--- src/rtl/adc_regs_pkg.sv ---
package adc_regs_pkg;
  localparam logic [7:0] ADDR_RES_LO = 8'h20;
  localparam logic [7:0] ADDR_RES_HI = 8'h21;
  localparam logic [7:0] ADDR_CTRL   = 8'h22;
  localparam logic [7:0] ADDR_CLK    = 8'h23;

  typedef enum logic [1:0] {
    CS_DIV2  = 2'b00,
    CS_DIV8  = 2'b01,
    CS_DIV32 = 2'b10,
    CS_RSVD  = 2'b11
  } clk_sel_e;

  // reserved code falls back to the slowest clock
  function automatic int unsigned div_of(clk_sel_e sel);
    case (sel)
      CS_DIV2: return 2;
      CS_DIV8: return 8;
      default: return 32;
    endcase
  endfunction
endpackage

--- src/rtl/adc_clk_div.sv ---
module adc_clk_div
  import adc_regs_pkg::*;
#(
  parameter int CNT_W = 5
) (
  input  logic     clk_i,
  input  logic     rst_ni,
  input  logic     clear_i,
  input  logic     run_i,
  input  clk_sel_e sel_i,
  output logic     tick_o
);
  logic [CNT_W-1:0] cnt_q;
  logic [CNT_W-1:0] lim;

  always_comb begin
    lim    = CNT_W'(div_of(sel_i) - 1);
    tick_o = run_i && !clear_i && (cnt_q == lim);
  end

  always_ff @(posedge clk_i or negedge rst_ni) begin
    if (!rst_ni)                   cnt_q <= '0;
    else if (clear_i || !run_i)    cnt_q <= '0;
    else if (cnt_q == lim)         cnt_q <= '0;
    else                           cnt_q <= cnt_q + CNT_W'(1);
  end
endmodule

--- src/rtl/adc_sar.sv ---
module adc_sar #(
  parameter int RES_W = 12
) (
  input  logic             clk_i,
  input  logic             rst_ni,
  input  logic             start_i,
  input  logic             tick_i,
  input  logic             cmp_i,
  output logic             busy_o,
  output logic [RES_W-1:0] trial_o,
  output logic             done_o,
  output logic [RES_W-1:0] code_o
);
  localparam int IDX_W = $clog2(RES_W);
  localparam logic [RES_W-1:0] MSB_CODE = RES_W'(1) << (RES_W - 1);

  logic             busy_q;
  logic [IDX_W-1:0] idx_q;
  logic [RES_W-1:0] trial_q;
  logic [RES_W-1:0] decided;
  logic [RES_W-1:0] next_bit;

  always_comb begin
    decided = trial_q;
    if (!cmp_i) decided[idx_q] = 1'b0;
    next_bit = RES_W'(1) << (idx_q - IDX_W'(1));
    done_o   = busy_q && tick_i && (idx_q == '0) && !start_i;
  end

  always_ff @(posedge clk_i or negedge rst_ni) begin
    if (!rst_ni) begin
      busy_q  <= 1'b0;
      idx_q   <= '0;
      trial_q <= '0;
    end else if (start_i) begin
      busy_q  <= 1'b1;
      idx_q   <= IDX_W'(RES_W - 1);
      trial_q <= MSB_CODE;
    end else if (busy_q && tick_i) begin
      if (idx_q == '0) begin
        busy_q  <= 1'b0;
        trial_q <= decided;
      end else begin
        trial_q <= decided | next_bit;
        idx_q   <= idx_q - IDX_W'(1);
      end
    end
  end

  assign busy_o  = busy_q;
  assign trial_o = trial_q;
  assign code_o  = decided;
endmodule

--- src/rtl/adc_ctrl_regs.sv ---
module adc_ctrl_regs
  import adc_regs_pkg::*;
#(
  parameter int RES_W = 12,
  parameter int CNT_W = 5
) (
  input  logic             clk_i,
  input  logic             rst_ni,
  input  logic             wr_en_i,
  input  logic [7:0]       addr_i,
  input  logic [7:0]       wdata_i,
  output logic [7:0]       rdata_o,
  input  logic             cmp_i,
  output logic [RES_W-1:0] dac_o,
  output logic [2:0]       ch_sel_o,
  output logic [2:0]       port_cfg_o,
  input  logic             irq_en_i,
  output logic             irq_o
);
  localparam int LO_BITS = RES_W - 8;

  logic [2:0]       ch_q, cfg_q;
  logic             start_q, eoc_q, test_q, irq_q;
  clk_sel_e         clk_sel_q;
  logic [RES_W-1:0] res_q;

  logic wr_ctrl, wr_clk, start_rise, start_fall;
  logic tick, sar_busy, sar_done;
  logic [RES_W-1:0] sar_code;
  logic [7:0] lo_byte;

  always_comb begin
    wr_ctrl    = wr_en_i && (addr_i == ADDR_CTRL);
    wr_clk     = wr_en_i && (addr_i == ADDR_CLK);
    start_rise = wr_ctrl &&  wdata_i[7] && !start_q;
    start_fall = wr_ctrl && !wdata_i[7] &&  start_q;
  end

  adc_clk_div #(.CNT_W(CNT_W)) i_div (
    .clk_i   (clk_i),
    .rst_ni  (rst_ni),
    .clear_i (start_fall),
    .run_i   (sar_busy),
    .sel_i   (clk_sel_q),
    .tick_o  (tick)
  );

  adc_sar #(.RES_W(RES_W)) i_sar (
    .clk_i   (clk_i),
    .rst_ni  (rst_ni),
    .start_i (start_fall),
    .tick_i  (tick),
    .cmp_i   (cmp_i),
    .busy_o  (sar_busy),
    .trial_o (dac_o),
    .done_o  (sar_done),
    .code_o  (sar_code)
  );

  always_ff @(posedge clk_i or negedge rst_ni) begin
    if (!rst_ni) begin
      ch_q      <= '0;
      cfg_q     <= '0;
      start_q   <= 1'b0;
      eoc_q     <= 1'b0;
      clk_sel_q <= CS_DIV2;
      test_q    <= 1'b0;
      res_q     <= '0;
      irq_q     <= 1'b0;
    end else begin
      if (wr_ctrl) begin
        ch_q    <= wdata_i[2:0];
        cfg_q   <= wdata_i[5:3];
        start_q <= wdata_i[7];
      end
      if (wr_clk) begin
        clk_sel_q <= clk_sel_e'(wdata_i[1:0]);
        test_q    <= wdata_i[7];
      end
      if (start_rise)    eoc_q <= 1'b1;
      else if (sar_done) eoc_q <= 1'b0;
      if (sar_done) res_q <= sar_code;
      irq_q <= sar_done && irq_en_i;
    end
  end

  always_comb begin
    lo_byte = '0;
    lo_byte[7 -: LO_BITS] = res_q[LO_BITS-1:0];
    case (addr_i)
      ADDR_RES_LO: rdata_o = lo_byte;
      ADDR_RES_HI: rdata_o = res_q[RES_W-1 -: 8];
      ADDR_CTRL:   rdata_o = {start_q, eoc_q, cfg_q, ch_q};
      ADDR_CLK:    rdata_o = {test_q, 5'b0, clk_sel_q};
      default:     rdata_o = '0;
    endcase
  end

  assign ch_sel_o   = ch_q;
  assign port_cfg_o = cfg_q;
  assign irq_o      = irq_q;
endmodule

--- config.mk ---
export PLATFORM = sky130hd
export DESIGN_NAME = adc_ctrl_regs
export DESIGN_NICKNAME = d
export VERILOG_FILES = /design/src/rtl/adc_regs_pkg.sv /design/src/rtl/adc_clk_div.sv /design/src/rtl/adc_sar.sv /design/src/rtl/adc_ctrl_regs.sv
export SDC_FILE = /design/constraint.sdc
export NUM_CORES = 1
export LEC_CHECK = 0
export BUFFER_PORTS_ARGS = -buffer_cell sky130_fd_sc_hd__buf_2
export CAP_MARGIN = 20
export CORE_MARGIN = 10
export CORE_UTILIZATION = 59
export DETAILED_ROUTE_END_ITERATION = 16
export GPL_ROUTABILITY_DRIVEN = 1
export MAX_ROUTING_LAYER = met4
export PLACE_DENSITY_LB_ADDON = 0.1
export SLEW_MARGIN = 20
export SYNTH_ARGS = -nofsm -noshare
export SYNTH_HDL_FRONTEND = slang
export SYNTH_SLANG_ARGS = --single-unit
--- constraint.sdc ---
create_clock -name clk_i -period 7.4 [get_ports clk_i]
set_input_delay 1.11 -clock clk_i [delete_from_list [all_inputs] [get_ports clk_i]]
set_output_delay 1.11 -clock clk_i [all_outputs]
set_load 0.01 [all_outputs]
==> reports/summary.txt <==
OUTCOME
-------------------------------------------------------------------------------------------------
Result of the run                                                                    finished clean

LAYOUT
-------------------------------------------------------------------------------------------------
Diode insertion count for antenna repair                                                        0
Final cell count without fillers                                                              337
Ratio of cells with drive above 1 in the final layout                                      0.2683
Commonest cells after routing, fill and taps aside                                   46 x dfrtp_1, 45 x buf_2, 20 x nor2_1, 20 x a21oi_1, 17 x o21ai_1
Area growth from synthesis to final layout                                                 13.12%
Leading cell type in the layout, fill and taps excluded                                   dfrtp_1
Final net count                                                                               317

CLOCKING
-------------------------------------------------------------------------------------------------
Cts repair resizes                                                                              0
Post-CTS setup buffers                                                                          0
Clock root buffer                                                                        clkbuf_8
Clock tree from TritonCTS                                                                     yes
Total CTS buffers                                                                               5
Total number of clock tree sinks                                                               46
Clock buffer depth                                                                              2
Number of H-tree levels                                                                         2
CTS Hold Buffers Added                                                                          0
Clock latency of the later-clocked register in the worst-skew pair                         300 ps
Clock slew at the register clock pins of the worst setup and hold paths                     80 ps

WORST SETUP PATH
-------------------------------------------------------------------------------------------------
Critical path class                                                                        in2out
Startpoint Class                                                                     primary input
CP max FO                                                                                       7
Worst Setup SP                                                                          addr_i[3]
Startpoint of the lowest-slack register-to-register path                             clk_sel_q[1]$_DFFE_PN0P_
Required time of the critical path                                                        6290 ps
CP Capture Type                                                                       output port
Arrival time of data at the critical path endpoint                                        2210 ps

PWR
-------------------------------------------------------------------------------------------------
Maximum ir drop on the vdd rail                                                         0.2282 mV
Combinational power share                                                                   0.395
Leakage dissipation                                                                      1.365 nW
Seq pwr share                                                                               0.425
Internal Power                                                                          0.5783 mW
Fraction of power consumed by the clock network                                             0.180
Switching portion of total power                                                           0.4085
Power Density                                                                        338.1 mW/mm^2
Total Power                                                                             0.9777 mW
Switching power summed over all nets                                                    0.3994 mW

PLACEMENT
-------------------------------------------------------------------------------------------------
RD Place Congestion                                                                        0.9493
Count of input and output buffers                                                              46
Placed Cells                                                                                  329
Final HPWL from detailed placement                                                        4396 um

SYNTH
-------------------------------------------------------------------------------------------------
Synth Area in XOR/XNOR                                                                    0.01713
Proportion of synthesized chip area in sequential cells                                    0.4503
Simple-gate share of the synthesized area                                                  0.1390
Total number of yosys warnings                                                                  0
Async S/R FF share, synth                                                                   1.000
Dominant combinational cell family by area after synthesis                           compound AO/OA/AOI/OAI gates
Number of distinct library cell variants in the gate-level netlist after synthesis             54
Fraction of synthesized area in multiplexers                                               0.1043
Fraction of the mapped netlist area in compound gates                                      0.2041
Mapped cell area                                                                     0.002556 sq mm
Main synth FF type                                                                        dfrtp_1
Count of state elements after synthesis                                                        46
Number of synthesized flops with an enable pin                                                  0
Cell count after synthesis                                                                    247
Adder and majority cell fraction of the synthesized area                                  0.04895
Mean instance size in the synthesized netlist                                         10.35 sq um
Synthesized Nets                                                                              278

DRT
-------------------------------------------------------------------------------------------------
ANT nets after route                                                                            0
DR vias                                                                                      2063
Number of vias per cell after detailed routing                                              6.122
DRC violation count after routing                                                               0
Wire length reported by the detailed router                                               5944 um
Number of iterations in the first detailed-routing pass                                         4
First-iteration detailed-routing DRC count                                                    161
Routed WL per cell                                                                       17.64 um

STA
-------------------------------------------------------------------------------------------------
Setup TNS Final                                                                              0 ps
Final hold violations                                                                           0
Final Cycle Share                                                                          0.4486
Number of pins exceeding their max-slew limit in the final report                               0
Worst slew margin                                                                          0.3915
FMAX                                                                                    301.2 MHz
Worst Hold Slack                                                                         491.5 ps
RSZ-0062 raised after global routing                                                        false
Layout Skew                                                                              4.666 ps
Measured slew at the worst slew-check pin                                                912.8 ps
Count of endpoints failing setup in the final report                                            0
Post-layout min period                                                                    3320 ps

GRT
-------------------------------------------------------------------------------------------------
GR Layer Usage met3                                                                       0.05109
Layer with the highest usage                                                                 met2
Remaining Overflow, GRT                                                                         0
Number of antenna violations at the first check in global routing                               0
Pin count of the biggest net entering global routing                                           47
GR Layer Usage met1                                                                        0.2173
Met2 capacity usage during global routing                                                  0.2548
Number of global-route vias before repair                                                    2092
Total routing usage reported by global routing                                             0.1732
First-pass GRT wire length                                                               10190 um

FLOORPLANNING
-------------------------------------------------------------------------------------------------
DIE HEIGHT                                                                               85.82 um
Cell Rows                                                                                      23
Starting utilization of the core area                                                      0.6255
Floorplan core area                                                                  0.004086 sq mm
Number of top-level pins                                                                       48
Width of the chip                                                                        85.82 um
DIE AREA                                                                             0.007365 sq mm

WORST HOLD PATH
-------------------------------------------------------------------------------------------------
Hold path startpoint                                                                 eoc_q$_DFFE_PN0P_
Min-Delay Path Class                                                                      reg2reg

FLOW RUN
-------------------------------------------------------------------------------------------------
Count of maximum capacitance violations                                                         0

## power by group through the flow
stage               sequential, mW  clock, mW  combinational [mW]
finish                       0.415      0.176               0.387
global route                 0.428      0.190               0.436
CTS                          0.414      0.181               0.386
detailed placement           0.418          0               0.385
global placement             0.414          0               0.372
floorplan                    0.401          0               0.279
## synth_stat cells (2+ instances only)
cell | n | area [sq um]
a31oi_1 | 4 | 25.02
and3_1 | 4 | 25.02
buf_6 | 2 | 22.52
ha_1 | 10 | 125.1
inv_1 | 4 | 15.01
nand4_1 | 2 | 12.51
nor4b_1 | 2 | 17.52
a21oi_1 | 20 | 100.1
nor2_1 | 20 | 75.07
nand2_1 | 4 | 15.01
mux2_1 | 3 | 33.78
o31ai_1 | 7 | 52.55
xor2_1 | 3 | 26.28
o31a_1 | 5 | 43.79
or2_2 | 2 | 12.51
a22oi_1 | 4 | 30.03
nand3_1 | 6 | 30.03
buf_2 | 5 | 25.02
xnor2_1 | 2 | 17.52
mux2_4 | 3 | 45.04
o21ai_0 | 12 | 60.06
nor2b_1 | 2 | 12.51
mux2_2 | 12 | 135.1
mux2i_1 | 3 | 30.03
o21ai_1 | 17 | 85.08
dfrtp_1 | 46 | 1151
clkbuf_1 | 8 | 30.03
or3_1 | 2 | 12.51
o21a_1 | 2 | 15.01
nand2b_1 | 7 | 43.79
## cell type report
| cell class | count | area [sq um] |
|---|---|---|
| well taps | 50 | 62.56 |
| multi-input cells | 182 | 1313 |
| inverters | 4 | 15.01 |
| fillers | 333 | 1195 |
| clock buffers | 8 | 110.1 |
| flip-flops and latches | 46 | 1151 |
| repair buffers | 47 | 240.2 |
## logic make-up (layout without fill, tap and decap cells)
group | after synthesis | in the layout
AO/OA/AOI/OAI | 83 | 83
adder cells (fa/ha/maj) | 10 | 10
multiplexers | 22 | 22
AND/OR/NAND/NOR | 62 | 62
XOR/XNOR | 5 | 5
flip-flops | 46 | 46
buffers and inverters | 19 | 59
## path summary, 6_finish.rpt
| check | endpoint | slack, ps | depth (start not counted) |
|---|---|---|---|
| worst min register to register | eoc_q$_DFFE_PN0P_ | 490 | 1 |
| worst max register to register | res_q[11]$_DFFE_PN0P_ | 4440 | 6 |
| max in group asynchronous | port_cfg_o[2]$_DFFE_PN0N_ | 6210 | 1 |
| worst min-delay path | eoc_q$_DFFE_PN0P_ | 490 | 1 |
| min in group asynchronous | ch_sel_o[0]$_DFFE_PN0N_ | 800 | 1 |
| worst max-delay path | rdata_o[6] | 4080 | 5 |
## state kept, by name (all words and copies together), names as in the netlist, 2 cells and up
signal,flops
clk_sel_q,2
i_div.cnt_q,5
ch_sel_o,3
i_sar.trial_o,12
i_sar.idx_q,4
res_q,12
port_cfg_o,3
## per-layer routing
metal	wire length (um)	up-vias
li1	-	992
met1	2590	988
met2	2738	73
met3	498	10
met4	117	0
met5	0	-
## critical path: stages
cell     delay (ps)
buf_2           100
nor4b_1         430
nand2_1         260
nor2_1          170
buf_2           140
## through the flow
step / instance area, sq um / worst slack, ps / util
after floorplan: 2556 / 4274 / -
after global placement: 2779 / 4089 / 0.6800
after detailed placement: 2779 / 4069 / 0.6800
after CTS: 2889 / 4069 / 0.7070
after global routing: 2892 / 3907 / 0.7076
final: 2892 / 4080 / 0.7076
Note: power is estimated with default switching activity, not from simulation.
